$ cat src/rtl/adc_seq_pkg.sv
package adc_seq_pkg;

    localparam int CODE_W = 12;
    localparam int RES_W  = 16;
    localparam int FLAG_W = 6;

    localparam logic [3:0] A_CTRL = 4'd0;
    localparam logic [3:0] A_CFG  = 4'd1;
    localparam logic [3:0] A_SEQ  = 4'd2;
    localparam logic [3:0] A_TIM  = 4'd3;
    localparam logic [3:0] A_ITMR = 4'd4;
    localparam logic [3:0] A_STAT = 4'd5;
    localparam logic [3:0] A_SCLR = 4'd6;
    localparam logic [3:0] A_LAST = 4'd7;
    localparam logic [3:0] A_MSET = 4'd8;
    localparam logic [3:0] A_MCLR = 4'd9;
    localparam logic [3:0] A_MASK = 4'd10;

    localparam int F_EOC  = 0;
    localparam int F_OVR  = 1;
    localparam int F_MISS = 3;
    localparam int F_TTO  = 5;

    localparam logic [2:0] TS_SW   = 3'd0;
    localparam logic [2:0] TS_TMR  = 3'd1;
    localparam logic [2:0] TS_INT  = 3'd2;
    localparam logic [2:0] TS_CONT = 3'd3;
    localparam logic [2:0] TS_RISE = 3'd4;
    localparam logic [2:0] TS_FALL = 3'd5;
    localparam logic [2:0] TS_BOTH = 3'd6;

    typedef enum logic [1:0] {EN_OFF, EN_WAIT, EN_ON} en_state_e;
    typedef enum logic [1:0] {SQ_IDLE, SQ_LAUNCH, SQ_CONV} sq_state_e;

    function automatic logic [RES_W-1:0] place_result(input logic [CODE_W-1:0] code,
                                                     input logic res8, input logic ladj);
        logic [RES_W-1:0] v;
        if (res8) v = ladj ? {code[11:4], 8'h00} : {8'h00, code[11:4]};
        else      v = ladj ? {code, 4'h0}        : {4'h0, code};
        return v;
    endfunction

endpackage

$ cat src/rtl/adc_clkdiv.sv
module adc_clkdiv #(
    parameter int PRESC_W = 3
) (
    input  logic               clk,
    input  logic               rst_n,
    input  logic [PRESC_W-1:0] presc,
    output logic               tick
);
    localparam int CNT_W = (1 << PRESC_W) + 1;

    logic [CNT_W-1:0] cnt_q;
    logic [CNT_W:0]   div_m1;

    assign div_m1 = ((CNT_W+1)'(4) << presc) - (CNT_W+1)'(1);
    assign tick   = ({1'b0, cnt_q} >= div_m1);

    always_ff @(posedge clk or negedge rst_n) begin
        if (!rst_n)    cnt_q <= '0;
        else if (tick) cnt_q <= '0;
        else           cnt_q <= cnt_q + 1'b1;
    end
endmodule

$ cat src/rtl/adc_edge_sync.sv
module adc_edge_sync (
    input  logic clk,
    input  logic rst_n,
    input  logic pin,
    output logic rise,
    output logic fall
);
    logic [2:0] sh_q;

    always_ff @(posedge clk or negedge rst_n) begin
        if (!rst_n) sh_q <= '0;
        else        sh_q <= {sh_q[1:0], pin};
    end

    assign rise = sh_q[1] & ~sh_q[2];
    assign fall = ~sh_q[1] & sh_q[2];
endmodule

$ cat src/rtl/adc_conv_model.sv
module adc_conv_model #(
    parameter int CONV_TICKS = 8,
    parameter int CODE_W     = 12
) (
    input  logic              clk,
    input  logic              rst_n,
    input  logic              abort,
    input  logic              start,
    input  logic              tick,
    input  logic [CODE_W-1:0] code_i,
    output logic              busy_o,
    output logic              done_o,
    output logic [CODE_W-1:0] result_o
);
    localparam int CNT_W = (CONV_TICKS > 2) ? $clog2(CONV_TICKS) : 1;
    localparam logic [CNT_W-1:0] LAST_TICK = CNT_W'(CONV_TICKS - 1);

    logic [CNT_W-1:0] cnt_q;

    assign done_o = busy_o & tick & (cnt_q == LAST_TICK);

    always_ff @(posedge clk or negedge rst_n) begin
        if (!rst_n) begin
            busy_o   <= 1'b0;
            cnt_q    <= '0;
            result_o <= '0;
        end else if (abort) begin
            busy_o <= 1'b0;
            cnt_q  <= '0;
        end else if (start) begin
            busy_o   <= 1'b1;
            cnt_q    <= '0;
            result_o <= code_i;
        end else if (busy_o && tick) begin
            if (cnt_q == LAST_TICK) busy_o <= 1'b0;
            else                    cnt_q  <= cnt_q + 1'b1;
        end
    end
endmodule

$ cat src/rtl/adc_seq_ctrl.sv
module adc_seq_ctrl
    import adc_seq_pkg::*;
#(
    parameter int PRESC_W    = 3,
    parameter int STUP_W     = 5,
    parameter int TMR_W      = 16,
    parameter int CONV_TICKS = 8
) (
    input  logic        clk,
    input  logic        rst_n,
    input  logic        reg_we,
    input  logic [3:0]  reg_addr,
    input  logic [31:0] reg_wdata,
    output logic [31:0] reg_rdata,
    input  logic        int_trig_i,
    input  logic        ext_trig_i,
    input  logic [11:0] ana_code_i,
    output logic        irq_o
);
    // register decode
    logic wr_ctl, wr_cfg, wr_seq, wr_tim, wr_itmr, wr_sclr, wr_mset, wr_mclr;
    assign wr_ctl  = reg_we && (reg_addr == A_CTRL);
    assign wr_cfg  = reg_we && (reg_addr == A_CFG);
    assign wr_seq  = reg_we && (reg_addr == A_SEQ);
    assign wr_tim  = reg_we && (reg_addr == A_TIM);
    assign wr_itmr = reg_we && (reg_addr == A_ITMR);
    assign wr_sclr = reg_we && (reg_addr == A_SCLR);
    assign wr_mset = reg_we && (reg_addr == A_MSET);
    assign wr_mclr = reg_we && (reg_addr == A_MCLR);

    logic swrst, en_req, dis_req, strig, tstart, tstop;
    assign swrst   = wr_ctl & reg_wdata[0];
    assign en_req  = wr_ctl & reg_wdata[1];
    assign dis_req = wr_ctl & reg_wdata[2];
    assign strig   = wr_ctl & reg_wdata[3];
    assign tstart  = wr_ctl & reg_wdata[4];
    assign tstop   = wr_ctl & reg_wdata[5];

    // configuration registers
    logic [PRESC_W-1:0] presc_q;
    logic [2:0]         tsel_q;
    logic               res8_q, ladj_q;
    logic [3:0]         pos_q;
    logic [2:0]         neg_q;
    logic [STUP_W-1:0]  stup_len_q;
    logic               stup_en_q;
    logic [TMR_W-1:0]   reload_q;
    logic [FLAG_W-1:0]  mask_q;

    always_ff @(posedge clk or negedge rst_n) begin
        if (!rst_n) begin
            presc_q    <= '0;
            tsel_q     <= TS_SW;
            res8_q     <= 1'b0;
            ladj_q     <= 1'b0;
            pos_q      <= '0;
            neg_q      <= '0;
            stup_len_q <= '0;
            stup_en_q  <= 1'b0;
            reload_q   <= '0;
            mask_q     <= '0;
        end else begin
            if (wr_cfg) presc_q <= reg_wdata[PRESC_W-1:0];
            if (wr_seq) begin
                tsel_q <= reg_wdata[2:0];
                res8_q <= reg_wdata[4];
                ladj_q <= reg_wdata[5];
                pos_q  <= reg_wdata[11:8];
                neg_q  <= reg_wdata[14:12];
            end
            if (wr_tim) begin
                stup_len_q <= reg_wdata[STUP_W-1:0];
                stup_en_q  <= reg_wdata[8];
            end
            if (wr_itmr) reload_q <= reg_wdata[TMR_W-1:0];
            if (wr_mset) mask_q <= mask_q | reg_wdata[FLAG_W-1:0];
            else if (wr_mclr) mask_q <= mask_q & ~reg_wdata[FLAG_W-1:0];
        end
    end

    // converter clock, pin synchronizer, converter model
    logic tick, ext_rise, ext_fall;
    logic conv_start, conv_busy, conv_done;
    logic [CODE_W-1:0] conv_result;

    adc_clkdiv #(.PRESC_W(PRESC_W)) clkdiv_i (
        .clk(clk), .rst_n(rst_n), .presc(presc_q), .tick(tick));

    adc_edge_sync sync_i (
        .clk(clk), .rst_n(rst_n), .pin(ext_trig_i), .rise(ext_rise), .fall(ext_fall));

    adc_conv_model #(.CONV_TICKS(CONV_TICKS), .CODE_W(CODE_W)) conv_i (
        .clk(clk), .rst_n(rst_n), .abort(swrst), .start(conv_start), .tick(tick),
        .code_i(ana_code_i), .busy_o(conv_busy), .done_o(conv_done), .result_o(conv_result));

    // enable state machine
    en_state_e en_q, en_nxt;
    logic [STUP_W-1:0] stup_cnt_q;
    logic en_on;

    always_ff @(posedge clk or negedge rst_n) begin
        if (!rst_n) en_q <= EN_OFF;
        else        en_q <= en_nxt;
    end

    always_comb begin
        en_nxt = en_q;
        unique case (en_q)
            EN_OFF:  if (en_req) en_nxt = stup_en_q ? EN_WAIT : EN_ON;
            EN_WAIT: if (tick && (stup_cnt_q == stup_len_q)) en_nxt = EN_ON;
            EN_ON:   en_nxt = EN_ON;
            default: en_nxt = EN_OFF;
        endcase
        if (dis_req) en_nxt = EN_OFF;
    end

    always_ff @(posedge clk or negedge rst_n) begin
        if (!rst_n)                      stup_cnt_q <= '0;
        else if (en_q != EN_WAIT)        stup_cnt_q <= '0;
        else if (tick)                   stup_cnt_q <= stup_cnt_q + 1'b1;
    end

    assign en_on = (en_q == EN_ON);

    // internal reload timer
    logic             tmr_run_q, tmr_fire;
    logic [TMR_W-1:0] tmr_cnt_q;

    assign tmr_fire = tmr_run_q & tick & (tmr_cnt_q == reload_q);

    always_ff @(posedge clk or negedge rst_n) begin
        if (!rst_n) begin
            tmr_run_q <= 1'b0;
            tmr_cnt_q <= '0;
        end else if (swrst || tstop) begin
            tmr_run_q <= 1'b0;
            tmr_cnt_q <= '0;
        end else if (tstart) begin
            tmr_run_q <= 1'b1;
            tmr_cnt_q <= '0;
        end else if (tmr_run_q && tick) begin
            tmr_cnt_q <= tmr_fire ? '0 : tmr_cnt_q + 1'b1;
        end
    end

    // trigger selection
    logic trig_evt, cont_mode;
    always_comb begin
        unique case (tsel_q)
            TS_SW:   trig_evt = strig;
            TS_TMR:  trig_evt = tmr_fire;
            TS_INT:  trig_evt = int_trig_i;
            TS_RISE: trig_evt = ext_rise;
            TS_FALL: trig_evt = ext_fall;
            TS_BOTH: trig_evt = ext_rise | ext_fall;
            default: trig_evt = 1'b0;
        endcase
        trig_evt = trig_evt & en_on;
    end
    assign cont_mode = (tsel_q == TS_CONT);

    // sequencer state machine
    sq_state_e sq_q, sq_nxt;
    logic sq_idle, missed;

    always_ff @(posedge clk or negedge rst_n) begin
        if (!rst_n) sq_q <= SQ_IDLE;
        else        sq_q <= sq_nxt;
    end

    always_comb begin
        sq_nxt = sq_q;
        unique case (sq_q)
            SQ_IDLE:   if (en_on && (trig_evt || cont_mode)) sq_nxt = SQ_LAUNCH;
            SQ_LAUNCH: sq_nxt = SQ_CONV;
            SQ_CONV:   if (conv_done) sq_nxt = (cont_mode && en_on) ? SQ_LAUNCH : SQ_IDLE;
            default:   sq_nxt = SQ_IDLE;
        endcase
        if (swrst) sq_nxt = SQ_IDLE;
    end

    always_comb begin
        sq_idle    = (sq_q == SQ_IDLE);
        conv_start = (sq_q == SQ_LAUNCH) && !swrst;
        missed     = trig_evt && !sq_idle;
    end

    // flags and last value
    logic [FLAG_W-1:0] flags_q, flag_set, flag_clr;
    logic [22:0]       last_q;

    always_comb begin
        flag_set         = '0;
        flag_set[F_EOC]  = conv_done;
        flag_set[F_OVR]  = conv_done & flags_q[F_EOC];
        flag_set[F_MISS] = missed;
        flag_set[F_TTO]  = tmr_fire;
        flag_clr         = wr_sclr ? reg_wdata[FLAG_W-1:0] : '0;
    end

    always_ff @(posedge clk or negedge rst_n) begin
        if (!rst_n) begin
            flags_q <= '0;
            last_q  <= '0;
        end else if (swrst) begin
            flags_q <= '0;
            last_q  <= '0;
        end else begin
            flags_q <= (flags_q & ~flag_clr) | flag_set;
            if (conv_done) last_q <= {neg_q, pos_q, place_result(conv_result, res8_q, ladj_q)};
        end
    end

    assign irq_o = |(flags_q & mask_q);

    // read mux
    always_comb begin
        reg_rdata = '0;
        unique case (reg_addr)
            A_CFG:  reg_rdata[PRESC_W-1:0] = presc_q;
            A_SEQ:  reg_rdata[14:0] = {neg_q, pos_q, 2'b00, ladj_q, res8_q, 1'b0, tsel_q};
            A_TIM:  reg_rdata[8:0]  = {stup_en_q, 3'b000, stup_len_q};
            A_ITMR: reg_rdata[TMR_W-1:0] = reload_q;
            A_STAT: reg_rdata[11:0] = {conv_busy, !sq_idle, tmr_run_q, en_on, 2'b00, flags_q};
            A_LAST: reg_rdata[22:0] = last_q;
            A_MASK: reg_rdata[FLAG_W-1:0] = mask_q;
            default: reg_rdata = '0;
        endcase
    end

    logic unused_wdata;
    assign unused_wdata = ^reg_wdata;
endmodule

$ cat config.mk
export PLATFORM = sky130hd
export DESIGN_NAME = adc_seq_ctrl
export DESIGN_NICKNAME = d
export VERILOG_FILES = /design/src/rtl/adc_seq_pkg.sv /design/src/rtl/adc_clkdiv.sv /design/src/rtl/adc_edge_sync.sv /design/src/rtl/adc_conv_model.sv /design/src/rtl/adc_seq_ctrl.sv
export SDC_FILE = /design/constraint.sdc
export NUM_CORES = 1
export LEC_CHECK = 0
export BUFFER_PORTS_ARGS = -buffer_cell sky130_fd_sc_hd__buf_2
export CORE_ASPECT_RATIO = 1.75
export CORE_MARGIN = 2
export CORE_UTILIZATION = 53
export CTS_CLUSTER_SIZE = 12
export DETAILED_ROUTE_END_ITERATION = 8
export HOLD_SLACK_MARGIN = 0.05
export PLACE_DENSITY = 0.77
export SYNTH_ARGS = -nofsm -noshare
export SYNTH_HDL_FRONTEND = slang
export SYNTH_HIERARCHICAL = 1
export SYNTH_SLANG_ARGS = --single-unit
export TNS_END_PERCENT = 1
$ cat constraint.sdc
create_clock -name clk -period 2.8 [get_ports clk]
set_clock_uncertainty 0.05 [all_clocks]
set_input_delay 0.28 -clock clk [delete_from_list [all_inputs] [get_ports clk]]
set_output_delay 0.28 -clock clk [all_outputs]
set_load 0.02 [all_outputs]
# --- Word-level counts from Yosys, hierarchy flattened ---
# Index checks and enable logic that the tools add are counted.
classes:
  n_bitwise: 25
  magnitude_cmp: 1
  add_sub_neg: 5
  mux: 44
  shift: 1
  n_reduce_logical: 36
  eq_ne: 29
op_table:
  columns: ["op", "n"]
  rows:
  - ["16-bit two-way mux", 7]
  - ["23-bit two-way mux", 2]
  - ["6-bit two-way mux", 4]
  - ["3-bit case mux with 7 select lines", 1]
  - ["6-bit AND", 3]
  - ["3-bit case mux with 6 select lines", 1]
  - ["16-bit by 1-bit adder with 16-bit output, second input constant", 1]
  - ["16-bit equality test", 1]
  - ["4-bit by 3-bit equality test with 1-bit output, second input constant", 4]
  - ["1-bit logical AND", 15]
  - ["3-bit case mux with 5 select lines", 1]
  - ["1-bit AND", 14]
  - ["2-bit two-way mux", 7]
  - ["3-bit equality test, second input constant", 4]
  - ["4-bit equality test, second input constant", 3]
  - ["3-bit two-way mux", 4]
  - ["6-bit inverter", 2]
  - ["6-bit bitwise OR", 2]
  - ["2-bit case mux with 3 select lines", 2]
  - ["3-bit case mux with 4 select lines", 1]
  - ["9-bit by 10-bit >= comparator with 1-bit output", 1]
  - ["5-bit two-way mux", 2]
  - ["2-bit AND reduction", 5]
  - ["3-bit by 3-bit left shift with 10-bit output, first input constant", 1]
  - ["30 further kinds", 53]
word_totals:
  output_inout_bits: 33
  in_bits: 53
  reg_bits: 126

# --- Logic depth before layout (Yosys ltp) ---
# Gate-level depths: netlist of run 1.
depth:
  word_depth: 12
  ltp_mapped: 13
  ltp_nobuf: 10

# --- Cells and area by module ---
# Netlist of run 1, hierarchy kept.
by_module_without_submodules:
  columns: ["mod", "seq_area_each_um2", "area_per_inst_um2", "cells_per_inst", "n_inst"]
  rows:
  - ["adc_seq_ctrl", 2452.4, 5340.1, 537, 1]
  - ["adc_conv_model", 400.4, 738.2, 46, 1]
  - ["adc_clkdiv", 225.2, 573.0, 61, 1]
  - ["adc_edge_sync", 75.1, 90.1, 5, 1]

# --- Worst setup path after synthesis of run 1 ---
# No wires, ideal clock.
synth_timing:
  kind: "reg2reg"
  start: "register presc_q[2]"
  end: "register tmr_cnt_q[11]"
  path_buffers: 3
  required_ns: 2.631
  path_stages_with_launch: 14
  setup_ns: 0.119
  arrival_ns: 2.790
  slack_ns: -0.159
  cell_sequence: "dfrtp_1 > nand3_1 > ha_1 > nand3_1 > a211o_1 > nand2_2 > buf_4 > and2_4 > buf_6 > o221ai_2 > or4_4 > o21ai_2 > buf_4 > nor2_1"
synth_via:
  elab_chain_len: 9
synth_lines:
  columns: ["element", "line_no", "text"]
  rows:
  - ["start, declared", "adc_seq_ctrl.sv:40", "logic [PRESC_W-1:0] presc_q;"]
  - ["start signal, assigned", "adc_seq_ctrl.sv:63", "if (wr_cfg) presc_q <= reg_wdata[PRESC_W-1:0];"]
  - ["3-bit by 3-bit left shift with 10-bit output (*)", "adc_clkdiv.sv:14", "assign div_m1 = ((CNT_W+1)'(4) << presc) - (CNT_W+1)'(1);"]
  - ["10-bit by 2-bit subtractor with 10-bit output (*)", "adc_clkdiv.sv:14", null]
  - ["9-bit by 10-bit >= comparator with 1-bit output (*)", "adc_clkdiv.sv:15", "assign tick = ({1'b0, cnt_q} >= div_m1);"]
  - ["via tick", "adc_seq_ctrl.sv:82", "logic tick, ext_rise, ext_fall;"]
  - ["1-bit AND (2 in a row)", "adc_seq_ctrl.sv:129", "assign tmr_fire = tmr_run_q & tick & (tmr_cnt_q == reload_q);"]
  - ["16-bit two-way mux", "adc_seq_ctrl.sv:142", "tmr_cnt_q <= tmr_fire ? '0 : tmr_cnt_q + 1'b1;"]
  - ["16-bit two-way mux", "adc_seq_ctrl.sv:141", "end else if (tmr_run_q && tick) begin"]
  - ["16-bit two-way mux", "adc_seq_ctrl.sv:138", "end else if (tstart) begin"]
  - ["16-bit two-way mux", "adc_seq_ctrl.sv:135", "end else if (swrst || tstop) begin"]
  - ["end signal, assigned", "adc_seq_ctrl.sv:142", null]
  - ["end, declared", "adc_seq_ctrl.sv:127", "logic [TMR_W-1:0] tmr_cnt_q;"]
# The timed path passes the listed nets; every way through them passes the cells marked *. The select of a mux whose other input is x is not followed.
# A chain may end at the register's enable or synchronous reset.

# --- Final worst setup path of run 1 ---
layout_timing:
  start: "register presc_q[2]"
  end: "register sq_q[0]"
layout_via:
  elab_chain_len: 11
layout_lines:
  columns: ["element", "line_no", "text"]
  rows:
  - ["3-bit by 3-bit left shift with 10-bit output (*)", "adc_clkdiv.sv:14", null]
  - ["10-bit by 2-bit subtractor with 10-bit output (*)", "adc_clkdiv.sv:14", null]
  - ["9-bit by 10-bit >= comparator with 1-bit output (*)", "adc_clkdiv.sv:15", null]
  - ["via tick", "adc_seq_ctrl.sv:82", null]
  - ["1-bit AND (2 in a row)", "adc_seq_ctrl.sv:129", null]
  - ["1-bit case mux with 6 select lines", "adc_seq_ctrl.sv:149", "unique case (tsel_q)"]
  - ["1-bit AND", "adc_seq_ctrl.sv:158", "trig_evt = trig_evt & en_on;"]
  - ["1-bit logical OR", "adc_seq_ctrl.sv:174", "SQ_IDLE: if (en_on && (trig_evt || cont_mode)) sq_nxt = SQ_LAUNCH;"]
  - ["1-bit logical AND", "adc_seq_ctrl.sv:174", null]
  - ["3-bit by 2-bit != test with 1-bit output (no line)", null, null]
  - ["2-bit AND reduction (no line) (*)", null, null]
  - ["end signal, assigned", "adc_seq_ctrl.sv:168", "else sq_q <= sq_nxt;"]
  - ["end, declared", "adc_seq_ctrl.sv:163", "sq_state_e sq_q, sq_nxt;"]
# The timed path passes the listed nets; every way through them passes the cells marked *.

==> metrics.md, run 1 <==
| Metric | Value |
|---|---|
| Run status | `completed` |
| Startpoint of the worst-slack reg-to-reg timing path | `presc_q[2]$_DFFE_PN0P_` |
| Count of nets left with antenna violations after detail routing | `0` |
| Area fraction in and, or, nand and nor cells after synthesis | `18.1%` |
| Residual DRC | `0` |
| Number of buffers inserted during clock tree synthesis | `17` |
| Most frequent CP cell | `sky130_fd_sc_hd__a21oi_1` |
| Post-Synthesis Cells | `649` |
| Pin count of the biggest net entering global routing | `53` |
| Critical-path cell with the highest stage delay | `sky130_fd_sc_hd__or4_4` |
| TritonCTS clock tree | `yes` |
| Maximum single-stage delay on the critical path | `470 ps` |
| Register area share after synthesis | `46.8%` |
| Adder and majority gate portion of the synthesized area | `2.97%` |
| Detailed placement HPWL | `12800 um` |
| Post-synthesis register bit count | `126` |
| Number of I/O port buffers | `60` |
| Critical path startpoint category | `flip-flop` |
| Proportion of synthesized area in mux cells | `12.0%` |
| Vertical die dimension | `153 um` |
| CP Buf/Inv Count | `1` |
| Final net count | `803` |
| Leakage Power | `3.73 nW` |
| Gate power share | `25.4%` |
| Global Route Usage Sum | `27.7%` |
| Weighted congestion at the end of routability-driven global placement | `0.977` |
| Leading post-synthesis cells by instance count | `126 x sky130_fd_sc_hd__dfrtp_1, 67 x sky130_fd_sc_hd__nor2_1, 48 x sky130_fd_sc_hd__nand2_1` |
| Net Switching | `2.25 mW` |
| Ant. Diodes | `0` |
| Compound-cell area share of the yosys netlist | `9.76%` |
| Category of the most critical setup path | `flip-flop to flip-flop` |
| Clock network fraction of total power | `30.3%` |
| Layout cell share with drive strength beyond 1 | `25.8%` |
| Worst min-delay path startpoint | `ana_code_i[7]` |
| Relative area change from synthesis to final layout | `18.4%` |
| Effective utilization at floorplan | `54.2%` |
| Clock root buffer | `sky130_fd_sc_hd__clkbuf_16` |
| Final critical delay including setup and external delays | `2680 ps` |
| Number of synthesized flops with an enable pin | `0` |
| Via count of the first global-routing pass | `5595` |
| Number of vias after detailed routing | `5454` |
| Largest vdd supply drop | `0.604 mV` |
| Worst setup slack after layout | `119 ps` |
| Pre-CTS setup slack | `56.3 ps` |
| Area of the die | `13700 sq um` |
| Count of final setup violators | `0` |
| Std-Cell Rows | `54` |
| Most used standard cell by instance count after synthesis | `sky130_fd_sc_hd__dfrtp_1` |
| Worst-skew pair later-pin latency | `420 ps` |
| Sink Count | `126` |
| Async S/R FF share, synth | `100%` |
| I/O pins | `86` |
| Synth Area in XOR/XNOR | `5.85%` |
| Top cell family by delay on the critical path | `simple AND/OR/NAND/NOR gates` |
| Die span in x | `89.3 um` |
| Tightest Pin Transition | `748 ps` |
| Critical path peak fanout | `6` |
| Via-per-instance ratio | `5.96` |
| Pint | `4.39 mW` |
| Most used flip-flop cell after synthesis | `sky130_fd_sc_hd__dfrtp_1` |
| Wire length of the first global-routing pass | `28800 um` |
| Unrepaired setup endpoints after global routing | `true` |
| Number of cells on the worst reg-to-reg path | `11` |
| Number of hold violations in the final report | `0` |
| Path class of the lowest-slack min-delay path | `input pin to flip-flop` |
| Cell accounting for the most synthesized area | `sky130_fd_sc_hd__dfrtp_1` |
| Sequential fraction of design power | `44.3%` |
| Maximum number of buffers from clock root to sink | `2` |
| F_max | `373 MHz` |
| First-pass DRT Iterations | `6` |
| Routed wire length | `17800 um` |
| Core area | `12400 sq um` |
| Nature of the critical path endpoint | `flip-flop` |
| Max-slew violation count | `0` |
| H-tree level count | `4` |
| Synth unique cells | `66` |
| Number of antenna violations at the first check in global routing | `0` |
| Utilization after layout | `64.2%` |
| Combined area of all synthesized cells | `6740 sq um` |
| WP data required | `3080 ps` |
| Fillcell total | `1024` |
| Post-Syn Area per Cell | `10.4 sq um` |
| Crit path cell chain | `buf_2, a21oi_1, ha_1, a21oi_1, o211a_1, nand2_4, and2_4, o221ai_2, or4_4, or3_4, a211oi_2` |
| Number of warnings reported in the yosys synthesis log | `6` |
| 1st-iter DRT viols | `447` |
| R2R setup slack | `120 ps` |
| Capture endpoint of the worst hold path | `conv_i/result_o[7]$_DFFE_PN0P_` |
| Slew Limit Headroom | `50.0%` |
| Dominant combinational cell family by area after synthesis | `simple AND/OR/NAND/NOR gates` |
| Share of the clock period used by the worst path after layout | `95.7%` |
| Total negative slack | `0 ps` |
| Global-route congestion overflow total | `0` |
| Fin Hold WS | `55.5 ps` |
| Drt wl/cell | `19.4 um` |
| Critical R2R Capture | `sq_q[0]$_DFFE_PN0P_` |
| Total power per unit cell area | `832 nW/um^2` |
| Critical path data arrival time | `2960 ps` |
| Area contributors post-synth | `sky130_fd_sc_hd__dfrtp_1 47%, sky130_fd_sc_hd__mux2_2 7.0%, sky130_fd_sc_hd__xor2_1 3.9%` |
| Switching share of power | `33.9%` |
| Launch point of the critical path | `presc_q[2]$_DFFE_PN0P_` |
| Count of max-cap constraint violations | `0` |
| Overall power of the completed layout | `6.64 mW` |
| Area share of the leading cell type in the synthesized netlist | `46.8%` |
| Cell depth of the worst min-delay path | `2` |
| Clock slew seen by the registers of the worst setup and hold paths | `60 ps` |
cells by family after synthesis:
group                      count (synthesis)
and+or+nand+nor                          235
DFF                                      126
AOI/OAI and AO/OA                         94
muxes                                     71
buffers and inverters                     61
xor gates and xnor gates                  45
adders and majority gates                 16
other                                      1
worst max path at each step:
stage                       endpoint  depth (start not counted)  slack (ps)
3_3_place_gp     sq_q[0]$_DFFE_PN0P_                         10         110
5_1_grt          sq_q[0]$_DFFE_PN0P_                         11         -10
2_1_floorplan    sq_q[0]$_DFFE_PN0P_                         12         -40
4_1_cts        last_q[2]$_DFFE_PN0P_                         11          30
3_5_place_dp     sq_q[0]$_DFFE_PN0P_                         10          60
6_report         sq_q[0]$_DFFE_PN0P_                         11         120
registers in the layout, summed over array words and instances (netlist names), 2 cells and up, named ones only:
| register | count |
|---|---|
| pos_q | 4 |
| clkdiv_i/cnt_q | 9 |
| stup_cnt_q | 5 |
| en_q | 2 |
| stup_len_q | 5 |
| reload_q | 16 |
| sq_q | 2 |
| conv_i/result_o | 12 |
| tmr_cnt_q | 16 |
| last_q | 23 |
| conv_i/cnt_q | 3 |
| presc_q | 3 |
| sync_i/sh_q | 3 |
| flags_q | 6 |
| neg_q | 3 |
| tsel_q | 3 |
cell usage in the layout (no fill, tap or decap), types with 3 or more instances in the layout:
master	count
sky130_fd_sc_hd__nand2b_1	3
sky130_fd_sc_hd__xor2_1	30
sky130_fd_sc_hd__nor2_1	67
sky130_fd_sc_hd__a31oi_1	4
sky130_fd_sc_hd__mux2_4	9
sky130_fd_sc_hd__nor2b_1	10
sky130_fd_sc_hd__nor3b_1	9
sky130_fd_sc_hd__o21ai_0	8
sky130_fd_sc_hd__dlygate4sd3_1	13
sky130_fd_sc_hd__nand3_1	19
sky130_fd_sc_hd__buf_4	21
sky130_fd_sc_hd__or3_1	3
sky130_fd_sc_hd__mux2i_1	20
sky130_fd_sc_hd__nand3b_1	3
sky130_fd_sc_hd__nor3_1	14
sky130_fd_sc_hd__a222oi_1	5
sky130_fd_sc_hd__a22o_1	3
sky130_fd_sc_hd__ha_1	16
sky130_fd_sc_hd__a21oi_1	29
sky130_fd_sc_hd__xnor2_1	15
sky130_fd_sc_hd__clkinv_4	3
sky130_fd_sc_hd__and2_1	7
sky130_fd_sc_hd__clkinv_2	3
sky130_fd_sc_hd__a211oi_1	5
sky130_fd_sc_hd__dfrtp_1	123
sky130_fd_sc_hd__nand2_1	48
sky130_fd_sc_hd__clkinvlp_4	5
sky130_fd_sc_hd__conb_1	9
sky130_fd_sc_hd__a22oi_1	21
sky130_fd_sc_hd__a221oi_1	5
sky130_fd_sc_hd__mux2_2	42
sky130_fd_sc_hd__dfrtp_2	3
sky130_fd_sc_hd__clkbuf_16	17
sky130_fd_sc_hd__nand4_1	13
sky130_fd_sc_hd__nor4_1	9
sky130_fd_sc_hd__buf_2	61
sky130_fd_sc_hd__and3_1	7
sky130_fd_sc_hd__inv_1	19
what timing repair did:
action,4_1_cts,5_1_grt
hold buffers,13,0
gates resized for setup,0,10
setup endpoints to repair,0,30
endpoints found under the hold margin,61,0
setup buffers,0,6
power by group through the flow:
stage	Combinational [mW]	Sequential (mW)	Clock, mW
2_1_floorplan	1.31	2.70	0
3_3_place_gp	1.54	2.90	0
3_5_place_dp	1.64	2.94	0
4_1_cts	1.67	2.92	2.03
5_1_grt	1.88	3.00	2.12
6_report	1.69	2.94	2.01
per-stage QoR:
step | instances | area [sq um]
after floorplan | 657 | 6790
after global placement | 864 | 7240
after detailed placement | 864 | 7240
after CTS | 909 | 7920
after global routing | 915 | 7980
final | 915 | 7980
area by class of cell:
| cell class | count | area [sq um] | share of cell area, % |
|---|---|---|---|
| multi-input combinational | 470 | 3340 | 41.9 |
| sequential | 126 | 3160 | 39.6 |
| timing repair buffer | 98 | 644 | 8.08 |
| clock buffer | 20 | 457 | 5.72 |
| tap | 168 | 210 | 2.63 |
| clock inverter | 12 | 88.8 | 1.11 |
| inverter | 21 | 82.6 | 1.03 |
metal layers:
layer	part of all wire [%]	routed length, um	track usage [%]
met5	0	0	0
met1	36	6490	31.8
met4	4.6	821	14.4
met2	55	9740	48.1
met3	4.1	735	4.27
Power figures use the tool's default switching activity.
==> inputs of run 2 (changes only) <==
- CORE_UTILIZATION: 53 -> 41
- PLACE_DENSITY: 0.77 -> not set
==> run 2 against run 1 <==
- non-clock buffer count up 3
- highest routed layer unchanged
- clock power about the same
- cell count up 3.0%
- final area up 0.72%
- largest power group unchanged
- via count down 1.7%
- worst hold slack worse by 0.87 ps
==> metrics.md, run 2 (same netlist as run 1, synthesis figures left out) <==
| Metric | Value |
|---|---|
| Number of standard cells in the final layout excluding fillers | `942 (+3.0%)` |
| Relative area change from synthesis to final layout | `19.2%` |
| Count of final setup violators | `0 (unchanged)` |
| Weighted congestion at the end of routability-driven global placement | `0.908 (-7.0%)` |
| Final net count | `806 (+0.37%)` |
| R2R setup slack | `110 ps (about the same)` |
| Share of the clock period used by the worst path after layout | `96.0% (+0.21 points)` |
| Clock root buffer | `sky130_fd_sc_hd__clkbuf_16` |
| Category of the most critical setup path | `flip-flop to flip-flop` |
| Worst-skew pair later-pin latency | `420 ps (about the same)` |
| Crit path cell chain | `nand3_1, ha_1, nand3_1, o211a_1, nand2_4, and2_4, o221ai_2, or4_4, or3_1, a211oi_2` |
| Flip-flop count of the largest register, all copies and words added | `23 (unchanged)` |
| Std-Cell Rows | `62 (+15%)` |
| TritonCTS clock tree | `yes` |
| Tightest Pin Transition | `763 ps (+15.3 ps)` |
| Fillcell total | `1493 (+46%)` |
| H-tree level count | `4 (unchanged)` |
| Wire length of the first global-routing pass | `29300 um (+1.8%)` |
| Final design instance area without fill | `8040 sq um (+0.72%)` |
| Max-slew violation count | `0 (unchanged)` |
| Number of hold violations in the final report | `0 (unchanged)` |
| Sequential cell area | `3160 sq um (unchanged)` |
| Count of nets left with antenna violations after detail routing | `0 (unchanged)` |
| Met2 Use GR | `38.9% (-9.2 points)` |
| Fin Hold WS | `54.6 ps (-0.870 ps)` |
| Met3 GRT Util | `2.98% (-1.3 points)` |
| Die span in x | `101 um (+13%)` |
| Placed cells | `889 (+2.9%)` |
| Run status | `completed` |
| Via count of the first global-routing pass | `5661 (+1.2%)` |
| Final critical delay including setup and external delays | `2690 ps (+5.90 ps)` |
| Via-per-instance ratio | `5.69 (-4.5%)` |
| Count of max-cap constraint violations | `0 (unchanged)` |
| Most common library cell in the layout ignoring fill and taps | `sky130_fd_sc_hd__dfrtp_1` |
| Residual DRC | `0 (unchanged)` |
| Sequential fraction of design power | `44.4% (about the same)` |
| Slew Limit Headroom | `49.0% (-1.0 points)` |
| Critical R2R Capture | `sq_q[0]$_DFFE_PN0P_` |
| Highest-count cells in the layout ignoring fill and taps | `123 x sky130_fd_sc_hd__dfrtp_1, 67 x sky130_fd_sc_hd__nor2_1, 59 x sky130_fd_sc_hd__buf_2, 48 x sky130_fd_sc_hd__nand2_1, 42 x sky130_fd_sc_hd__mux2_2` |
| Sink Count | `126 (unchanged)` |
| Switching share of power | `33.9% (+0.041 points)` |
| Detailed placement HPWL | `13100 um (+2.6%)` |
| Ant. Diodes | `0 (unchanged)` |
| Drt wl/cell | `19.3 um (-0.80%)` |
| Last element of the critical path | `sq_q[0]$_DFFE_PN0P_` |
| Maximum single-stage delay on the critical path | `470 ps (about the same)` |
| Effective utilization at floorplan | `41.4% (-13 points)` |
| Most frequent CP cell | `sky130_fd_sc_hd__nand3_1` |
| Largest registers | `last_q: 23 flops, reload_q: 16 flops, tmr_cnt_q: 16 flops` |
| Nature of the critical path endpoint | `flip-flop` |
| F_max | `372 MHz (-0.22%)` |
| 1st-iter DRT viols | `360 (-19%)` |
| Clock network fraction of total power | `30.1% (-0.2 points)` |
| Number of vias after detailed routing | `5360 (-1.7%)` |
| Number of I/O port buffers | `60 (unchanged)` |
| Number of antenna violations at the first check in global routing | `0 (unchanged)` |
| First-pass DRT Iterations | `6 (unchanged)` |
| Largest vdd supply drop | `0.546 mV (-9.7%)` |
| Startpoint of the worst-slack reg-to-reg timing path | `presc_q[2]$_DFFE_PN0P_` |
| Launch point of the critical path | `presc_q[2]$_DFFE_PN0P_` |
| Path class of the lowest-slack min-delay path | `input pin to flip-flop` |
| Pin count of the biggest net entering global routing | `57 (+7.5%)` |
| Critical path peak fanout | `6 (unchanged)` |
| Maximum number of buffers from clock root to sink | `2 (unchanged)` |
| I/O pins | `86 (unchanged)` |
| Leakage Power | `3.74 nW (+0.15%)` |
| Area of the multi-input gates | `3340 sq um (about the same)` |
| Core area | `16300 sq um (+31%)` |
| Routed wire length | `18200 um (+2.1%)` |
| Register with the most flip-flops | `last_q` |
| Clock slew seen by the registers of the worst setup and hold paths | `60 ps (about the same)` |
| WP data required | `3070 ps (about the same)` |
| Number of buffers inserted during clock tree synthesis | `17 (unchanged)` |
| Critical path data arrival time | `2960 ps (about the same)` |
| Net Switching | `2.24 mW (-0.27%)` |
| Pint | `4.37 mW (-0.46%)` |
| Global Route Usage Sum | `21.7% (-6.1 points)` |
| Gr busiest metal | `met2` |
| Critical path startpoint category | `flip-flop` |
| Number of cells on the worst reg-to-reg path | `10 (-1)` |
| Total power per unit cell area | `822 nW/um^2 (-1.1%)` |
| Area of the die | `17500 sq um (+28%)` |
| Utilization after layout | `49.3% (-15 points)` |
| Layout cell share with drive strength beyond 1 | `26.0% (+0.16 points)` |
| Critical-path cell with the highest stage delay | `sky130_fd_sc_hd__or4_4` |
| Total negative slack | `0 ps (unchanged)` |
| Met1 Track Usage GR | `23.7% (-8.1 points)` |
| Post-DP Area | `7280 sq um (+0.52%)` |
| Global-route congestion overflow total | `0 (unchanged)` |
| Vertical die dimension | `174 um (+13%)` |
| Gate power share | `25.5% (about the same)` |
[run 2: changes by cell type in the layout (fill, tap and decap cells not counted), sizes merged]
cell,delta
clkbuf,-2
clkinvlp,+2
dlygate4sd3,+2
buf,+1
clkinv,+1
inv,-1
[run 2: worst min-delay path by stage]
stage | depth (start not counted) | to | from
floorplan | 0 | asynchronous set/reset pin | rst_n
global placement | 0 | sync_i/sh_q[1]$_DFF_PN0_ | sync_i/sh_q[0]$_DFF_PN0_
detailed placement | 0 | sync_i/sh_q[1]$_DFF_PN0_ | sync_i/sh_q[0]$_DFF_PN0_
CTS | 2 | conv_i/result_o[0]$_DFFE_PN0P_ | ana_code_i[0]
global route | 2 | conv_i/result_o[8]$_DFFE_PN0P_ | ana_code_i[8]
finish | 2 | conv_i/result_o[8]$_DFFE_PN0P_ | ana_code_i[8]
[run 2: cell type report]
cell class / count / share of cell area (%)
clock inverter: 14 / 1.20
clock buffer: 18 / 5.46
tap: 192 / 2.99
inverter: 21 / 1.03
timing repair buffer: 101 / 8.47
sequential: 126 / 39.3
multi-input combinational: 470 / 41.6
[run 2: through the flow]
stage / setup WS, ps / total power [mW]
final: 113 / 6.61
after global routing: -5.99 / 6.99
after CTS: 10.6 / 6.61
after detailed placement: -17.7 / 4.58
after global placement: 95.6 / 4.49
after floorplan: -43.1 / 4.01
[run 2: worst max-delay path: cells and delay by family (launching register included)]
| family | cells | cell delay [ps] |
|---|---|---|
| simple gates | 6 | 1250 |
| compound gates | 3 | 540 |
| flops | 1 | 420 |
| fa+ha+maj | 1 | 330 |
[run 2: metal layers]
metal | wire (um) | vias up
met5 | 0 | -
met4 | 1020 | 0
met3 | 614 | 60
met2 | 9740 | 184
met1 | 6790 | 2643
li1 | - | 2473
[run 2: timing repair]
item | in CTS | in global routing
hold endpoints to repair | 68 | 0
hold buffers | 15 | 0
setup endpoints to repair | 1 | 28
buffers inserted | 0 | 6
pin swaps | 0 | 1
gates resized for setup | 1 | 10
[run 2: power groups by stage]
stage                     registers [mW]  clock network [mW]  logic, mW
after floorplan                     2.70                   0       1.31
after global placement              2.92                   0       1.56
after detailed placement            2.95                   0       1.63
after CTS                           2.93                2.03       1.65
after global routing                3.00                2.10       1.89
final                               2.94                1.99       1.68
